[config.mk]
export PLATFORM = sky130hd
export DESIGN_NAME = smov_decoder
export DESIGN_NICKNAME = d
export VERILOG_FILES = /design/src/rtl/smov_pkg.sv /design/src/rtl/smov_legality.sv /design/src/rtl/smov_field_map.sv /design/src/rtl/smov_decoder.sv
export SDC_FILE = /design/constraint.sdc
export NUM_CORES = 1
export LEC_CHECK = 0
export CORE_ASPECT_RATIO = 0.7
export CORE_MARGIN = 8
export CORE_UTILIZATION = 38
export DETAILED_ROUTE_END_ITERATION = 10
export HOLD_SLACK_MARGIN = 0.02
export PLACE_DENSITY = 0.85
export SETUP_SLACK_MARGIN = 0.4
export SYNTH_ARGS = -nofsm -noshare
export SYNTH_HDL_FRONTEND = slang
export SYNTH_SLANG_ARGS = --single-unit
[constraint.sdc]
create_clock -name clk -period 1.8 [get_ports clk]
set_clock_uncertainty 0.05 [all_clocks]
set_input_delay 0.18 -clock clk [delete_from_list [all_inputs] [get_ports clk]]
set_output_delay 0.18 -clock clk [all_outputs]
set_load 0.05 [all_outputs]
[src/rtl/smov_pkg.sv]
package smov_pkg;

  typedef enum logic [1:0] {
    ENC_LEGACY = 2'd0,
    ENC_REX    = 2'd1,
    ENC_VEX    = 2'd2,
    ENC_EVEX   = 2'd3
  } enc_e;

  typedef enum logic [1:0] {
    POL_MMX_ZX64   = 2'd0,
    POL_SSE_KEEPHI = 2'd1,
    POL_VEC_ZERO   = 2'd2,
    POL_GP_DEST    = 2'd3
  } pol_e;

endpackage

[src/rtl/smov_legality.sv]
module smov_legality
  import smov_pkg::*;
#(
  parameter logic [7:0] OPC_LOAD  = 8'h6E,
  parameter logic [7:0] OPC_STORE = 8'h7E,
  parameter int         VVVV_W    = 4
) (
  input  logic [7:0]        opcode,
  input  logic              pfx66,
  input  enc_e              enc,
  input  logic              w_bit,
  input  logic              l_bit,
  input  logic [VVVV_W-1:0] vvvv,
  input  logic              mode64,
  output logic              is_store,
  output logic              ud
);
  logic vex_like, opc_bad, vvvv_bad, len_bad, pp_bad, rexw_bad;

  always_comb begin
    vex_like = (enc == ENC_VEX) || (enc == ENC_EVEX);
    is_store = (opcode == OPC_STORE);
    opc_bad  = (opcode != OPC_LOAD) && (opcode != OPC_STORE);
    // extra-register field must be all ones for the extended encodings
    vvvv_bad = vex_like && !(&vvvv);
    len_bad  = (enc == ENC_VEX) && l_bit;
    pp_bad   = vex_like && !pfx66;
    rexw_bad = (enc == ENC_REX) && w_bit && !mode64;
    ud       = opc_bad | vvvv_bad | len_bad | pp_bad | rexw_bad;
  end
endmodule

[src/rtl/smov_field_map.sv]
module smov_field_map
  import smov_pkg::*;
#(
  parameter int FIELD_W = 3,
  localparam int IDX_W  = FIELD_W + 1
) (
  input  logic               pfx66,
  input  enc_e               enc,
  input  logic               w_bit,
  input  logic               mode64,
  input  logic               is_store,
  input  logic [1:0]         modrm_mod,
  input  logic [FIELD_W-1:0] modrm_reg,
  input  logic [FIELD_W-1:0] modrm_rm,
  input  logic               reg_ext,
  input  logic               rm_ext,
  output logic               vec_xmm,
  output logic               size64,
  output logic [IDX_W-1:0]   vec_idx,
  output logic [IDX_W-1:0]   gpr_idx,
  output logic               rm_is_mem,
  output pol_e               pol
);
  logic vex_like;

  always_comb begin
    vex_like  = (enc == ENC_VEX) || (enc == ENC_EVEX);
    vec_xmm   = pfx66 | vex_like;
    unique case (enc)
      ENC_LEGACY: size64 = 1'b0;
      ENC_REX:    size64 = w_bit;
      default:    size64 = w_bit & mode64;
    endcase
    // MMX file has eight registers: extension never reaches it
    vec_idx   = {reg_ext & mode64 & vec_xmm, modrm_reg};
    gpr_idx   = {rm_ext & mode64, modrm_rm};
    rm_is_mem = (modrm_mod != 2'b11);
    if (is_store)      pol = POL_GP_DEST;
    else if (!vec_xmm) pol = POL_MMX_ZX64;
    else if (vex_like) pol = POL_VEC_ZERO;
    else               pol = POL_SSE_KEEPHI;
  end
endmodule

[src/rtl/smov_decoder.sv]
module smov_decoder
  import smov_pkg::*;
#(
  parameter logic [7:0] OPC_LOAD  = 8'h6E,
  parameter logic [7:0] OPC_STORE = 8'h7E,
  parameter int         FIELD_W   = 3,
  parameter int         VVVV_W    = 4,
  localparam int        IDX_W     = FIELD_W + 1
) (
  input  logic               clk,
  input  logic               rst_n,
  input  logic               in_valid,
  input  logic [7:0]         opcode,
  input  logic               pfx66,
  input  logic [1:0]         enc,
  input  logic               w_bit,
  input  logic               l_bit,
  input  logic [VVVV_W-1:0]  vvvv,
  input  logic [1:0]         modrm_mod,
  input  logic [FIELD_W-1:0] modrm_reg,
  input  logic [FIELD_W-1:0] modrm_rm,
  input  logic               reg_ext,
  input  logic               rm_ext,
  input  logic               mode64,
  output logic               out_valid,
  output logic               dir_store,
  output logic               vec_xmm,
  output logic               size64,
  output logic [IDX_W-1:0]   vec_idx,
  output logic [IDX_W-1:0]   gpr_idx,
  output logic               rm_is_mem,
  output logic [1:0]         upper_pol,
  output logic               ud,
  output logic               vec_we,
  output logic               gpr_we,
  output logic               mem_st
);
  enc_e             enc_t;
  logic             d_store, d_ud, d_xmm, d_s64, d_mem;
  logic [IDX_W-1:0] d_vidx, d_gidx;
  pol_e             d_pol;
  logic             ok;

  assign enc_t = enc_e'(enc);

  smov_legality #(
    .OPC_LOAD (OPC_LOAD),
    .OPC_STORE(OPC_STORE),
    .VVVV_W   (VVVV_W)
  ) u_legal (
    .opcode  (opcode),
    .pfx66   (pfx66),
    .enc     (enc_t),
    .w_bit   (w_bit),
    .l_bit   (l_bit),
    .vvvv    (vvvv),
    .mode64  (mode64),
    .is_store(d_store),
    .ud      (d_ud)
  );

  smov_field_map #(.FIELD_W(FIELD_W)) u_map (
    .pfx66    (pfx66),
    .enc      (enc_t),
    .w_bit    (w_bit),
    .mode64   (mode64),
    .is_store (d_store),
    .modrm_mod(modrm_mod),
    .modrm_reg(modrm_reg),
    .modrm_rm (modrm_rm),
    .reg_ext  (reg_ext),
    .rm_ext   (rm_ext),
    .vec_xmm  (d_xmm),
    .size64   (d_s64),
    .vec_idx  (d_vidx),
    .gpr_idx  (d_gidx),
    .rm_is_mem(d_mem),
    .pol      (d_pol)
  );

  assign ok = in_valid && !d_ud;

  always_ff @(posedge clk) begin
    if (!rst_n) begin
      out_valid <= 1'b0;
      dir_store <= 1'b0;
      vec_xmm   <= 1'b0;
      size64    <= 1'b0;
      vec_idx   <= '0;
      gpr_idx   <= '0;
      rm_is_mem <= 1'b0;
      upper_pol <= 2'd0;
      ud        <= 1'b0;
      vec_we    <= 1'b0;
      gpr_we    <= 1'b0;
      mem_st    <= 1'b0;
    end else begin
      out_valid <= in_valid;
      vec_we    <= ok && !d_store;
      gpr_we    <= ok && d_store && !d_mem;
      mem_st    <= ok && d_store && d_mem;
      if (in_valid) begin
        dir_store <= d_store;
        vec_xmm   <= d_xmm;
        size64    <= d_s64;
        vec_idx   <= d_vidx;
        gpr_idx   <= d_gidx;
        rm_is_mem <= d_mem;
        upper_pol <= d_pol;
        ud        <= d_ud;
      end
    end
  end
endmodule

==> metrics.md <==
| Metric | Value |
|---|---|
| Final nets | `160` |
| Final estimated routing congestion in global placement | `between 0.8 and 0.9` |
| Clock-pin transition on the worst setup and hold timing paths | `100 ps` |
| First-pass DRT Iterations | `4` |
| Count of pins on the block boundary | `50` |
| Sum of buffers and inverters on the critical path | `1` |
| Max FO, Critical Path | `1` |
| Via Count | `776` |
| Buffers from clock root to sink, at most | `2` |
| Area growth syn-to-layout | `58.9%` |
| Y dimension of the die | `54.5 um` |
| Worst hold path type | `register to register` |
| Outcome | `completed` |
| Post-route insts no fill | `152` |
| Leading cell type by number of instances after synthesis | `dfxtp_1` |
| Mean instance size in the synthesized netlist | `10.4 um2` |
| Buffer cell driving the clock tree root | `clkbuf_4` |
| Max Fclk | `between 700 and 800 MHz` |
| Crit-path slowest cell | `clkdlybuf4s15_1` |
| Cell count after placement | `between 100 and 150` |
| Die Area | `3870 um2` |
| FP Rows | `14` |
| Min-Delay Endpoint | `rm_is_mem` |
| Fin util | `61.9%` |
| TritonCTS clock tree | `built` |
| DR WL/cell | `approximately 17 um` |
| Count of cells along the worst hold path | `1` |
| Initial core utilization | `between 30% and 40%` |
| Clock insertion delay at the later pin of the skew report | `290 ps` |
| Slew at the pin closest to its max-slew limit | `506 ps` |
| Total power divided by cell area | `693 nW/um2` |
| Number of CTS-inserted buffers | `3` |
| Data required, critical path | `1570 ps` |
| Vias in the first global route | `836` |
| Gate Count Post-Synth | `77` |
| Kind of cell with the highest combined delay on the critical path | `buffers and inverters` |
| Leakage dissipation | `0.000541 uW` |
| Top flip-flop cell by instance count after synthesis | `dfxtp_1` |
| Cell type with the highest aggregate area in the netlist | `dfxtp_1` |
| 1st-iter DRT viols | `23` |
| Total routing usage reported by global routing | `roughly 14%` |
| Total of flip-flops plus latches after synthesis | `19` |
| Sequence of cells on the critical path | `clkdlybuf4s15_1` |
| Top cells by area in the synthesized netlist | `dfxtp_1 (47%), mux2i_1 (8.7%), nor2b_1 (4.7%), nand3_1 (3.1%), nor4_2 (3.1%)` |
| Avg Vias per Cell | `5.11` |
| WL final | `2.51 mm` |
| Clock sink total | `19` |
| Worst reg2reg path depth | `3` |
| Syn Nets | `between 100 and 150` |
| Post-CTS setup buffer count | `0` |
| Final-report setup violation count | `0` |
| Detailed Place HPWL | `2.04 mm` |
| Peak supply drop | `0.373 mV` |
| Kind of launch point of the worst setup path | `register` |
| Core box area | `between 2000 and 2500 um2` |
| Final worst-path cycle share | `74.5%` |
| Launching point of the worst reg2reg path | `size64` |
| Synth warnings | `0` |
| Sequential cell area fraction in the yosys report | `47.3%` |
| Leading cell types by count after synthesis | `dfxtp_1 (19), mux2i_1 (7), nand2_1 (6), nor2b_1 (6), nand3_1 (5)` |
| Crit path kind | `register to output port` |
| Pin count of the biggest net entering global routing | `21` |
| EDFF count, synth | `0` |
| Wire length of the first global-routing pass | `4.22 mm` |
| Number of maximum-capacitance constraint violations | `0` |
| Delay of the slowest critical-path stage | `around 500 ps` |
| Min setup slack post-route | `460 ps` |
| Netlist Area Pre-Place | `805 um2` |
| CP endpoint kind | `output port` |
| Slew Limit Fails | `0` |
| RSZ-0062 raised after global routing | `no` |
| Antenna Nets Post-Route | `0` |
| Count of port buffers added during placement | `slightly below 50` |
| Total inserted antenna cells | `0` |
| Share of post-route cells with drive strength above 1 | `21.9%` |
| Async set-reset flop share out of synthesis | `0%` |
| Critical path arrival | `1110 ps` |
| Slew HR | `66.4%` |
| Setup TNS | `0 ps` |
| R2r endpoint | `size64` |
| Fin crit period | `1340 ps` |
| Share of the synthesized area in the top cell type | `a little under half` |
| Total count of hold-check failures in the final report | `0` |
| Startpoint of the lowest-slack hold path | `rm_is_mem` |
| Final Hold Slack | `approximately 440 ps` |
| Overflow left after global routing | `0` |
| Initial antenna violation count | `0` |
| Cell variety after synth | `28` |
| Count of H-tree levels built during CTS | `1` |
| Chip width | `71.0 um` |
| Place WS | `roughly 180 ps` |
| Post-detailed-route DRC marker count | `0` |
| Slack of the worst reg-to-reg path | `1050 ps` |
-- flip-flops by register name, summed over array words and instances (netlist names) --
signal	count
size64	1
upper_pol	2
dir_store	1
vec_idx	4
gpr_idx	4
mem_st	1
out_valid	1
vec_xmm	1
rm_is_mem	1
ud	1
gpr_we	1
vec_we	1
-- layout by cell type (no fill, tap or decap), drive strengths merged, types with 5 or more instances in the layout --
| master | instances |
|---|---|
| nor2b | 6 |
| clkbuf | 18 |
| nand3 | 5 |
| mux2i | 7 |
| dfxtp | 19 |
| nand2 | 6 |
| clkdlybuf4s50 | 30 |
-- worst max-delay path by stage --
stage,from,to,slack (ps),cells past startpoint
4_1_cts,vec_idx[1],vec_idx[1],370,1
3_3_place_gp,in_valid,mem_st,290,5
5_1_grt,vec_we,vec_we,400,1
6_report,out_valid,out_valid,460,1
3_5_place_dp,in_valid,mem_st,180,5
2_1_floorplan,size64,size64,760,3
-- cell type report --
class,count,area (um2)
Clock buffer,3,22.5
Clock inverter,1,5.00
Fill cell,181,788
Inverter,3,11.3
Multi-Input combinational cell,51,389
Sequential cell,19,380
Tap cell,24,30.0
Timing Repair Buffer,51,440
-- power breakdown --
part | internal [uW] | switching [uW] | leakage (uW)
logic | 104 | 128 | 0.000367
registers | 440 | 9.99 | 0.000156
clock network | 82.6 | 122 | 0.0000177
-- routing by layer --
layer | vias to the layer above | share of wire [%] | GRT usage, %
li1 | 380 | - | -
met1 | 368 | 43 | 15.3
met2 | 26 | 50 | 26.2
met3 | 2 | 5.8 | 4.75
met4 | 0 | 0.76 | 4.11
met5 | - | 0 | 0
-- through the flow --
step | instance area [um2] | total power, uW
after floorplan | 805 | 583
after global placement | 1330 | 703
after detailed placement | 1330 | 709
after CTS | 1350 | 904
after global routing | 1280 | 927
final | 1280 | 887
-- cell families after synthesis --
group	after synthesis	share of synthesized area (%)
compound gates	13	13.7
buf+inv	7	4.35
flops	19	47.3
mux	7	8.71
simple gates	31	26.0
-- timing repair --
item	in CTS	in global routing
setup endpoints to repair	18	18
hold buffers	0	0
resized for setup	31	20
No activity file was read; power rests on OpenSTA's default activity.
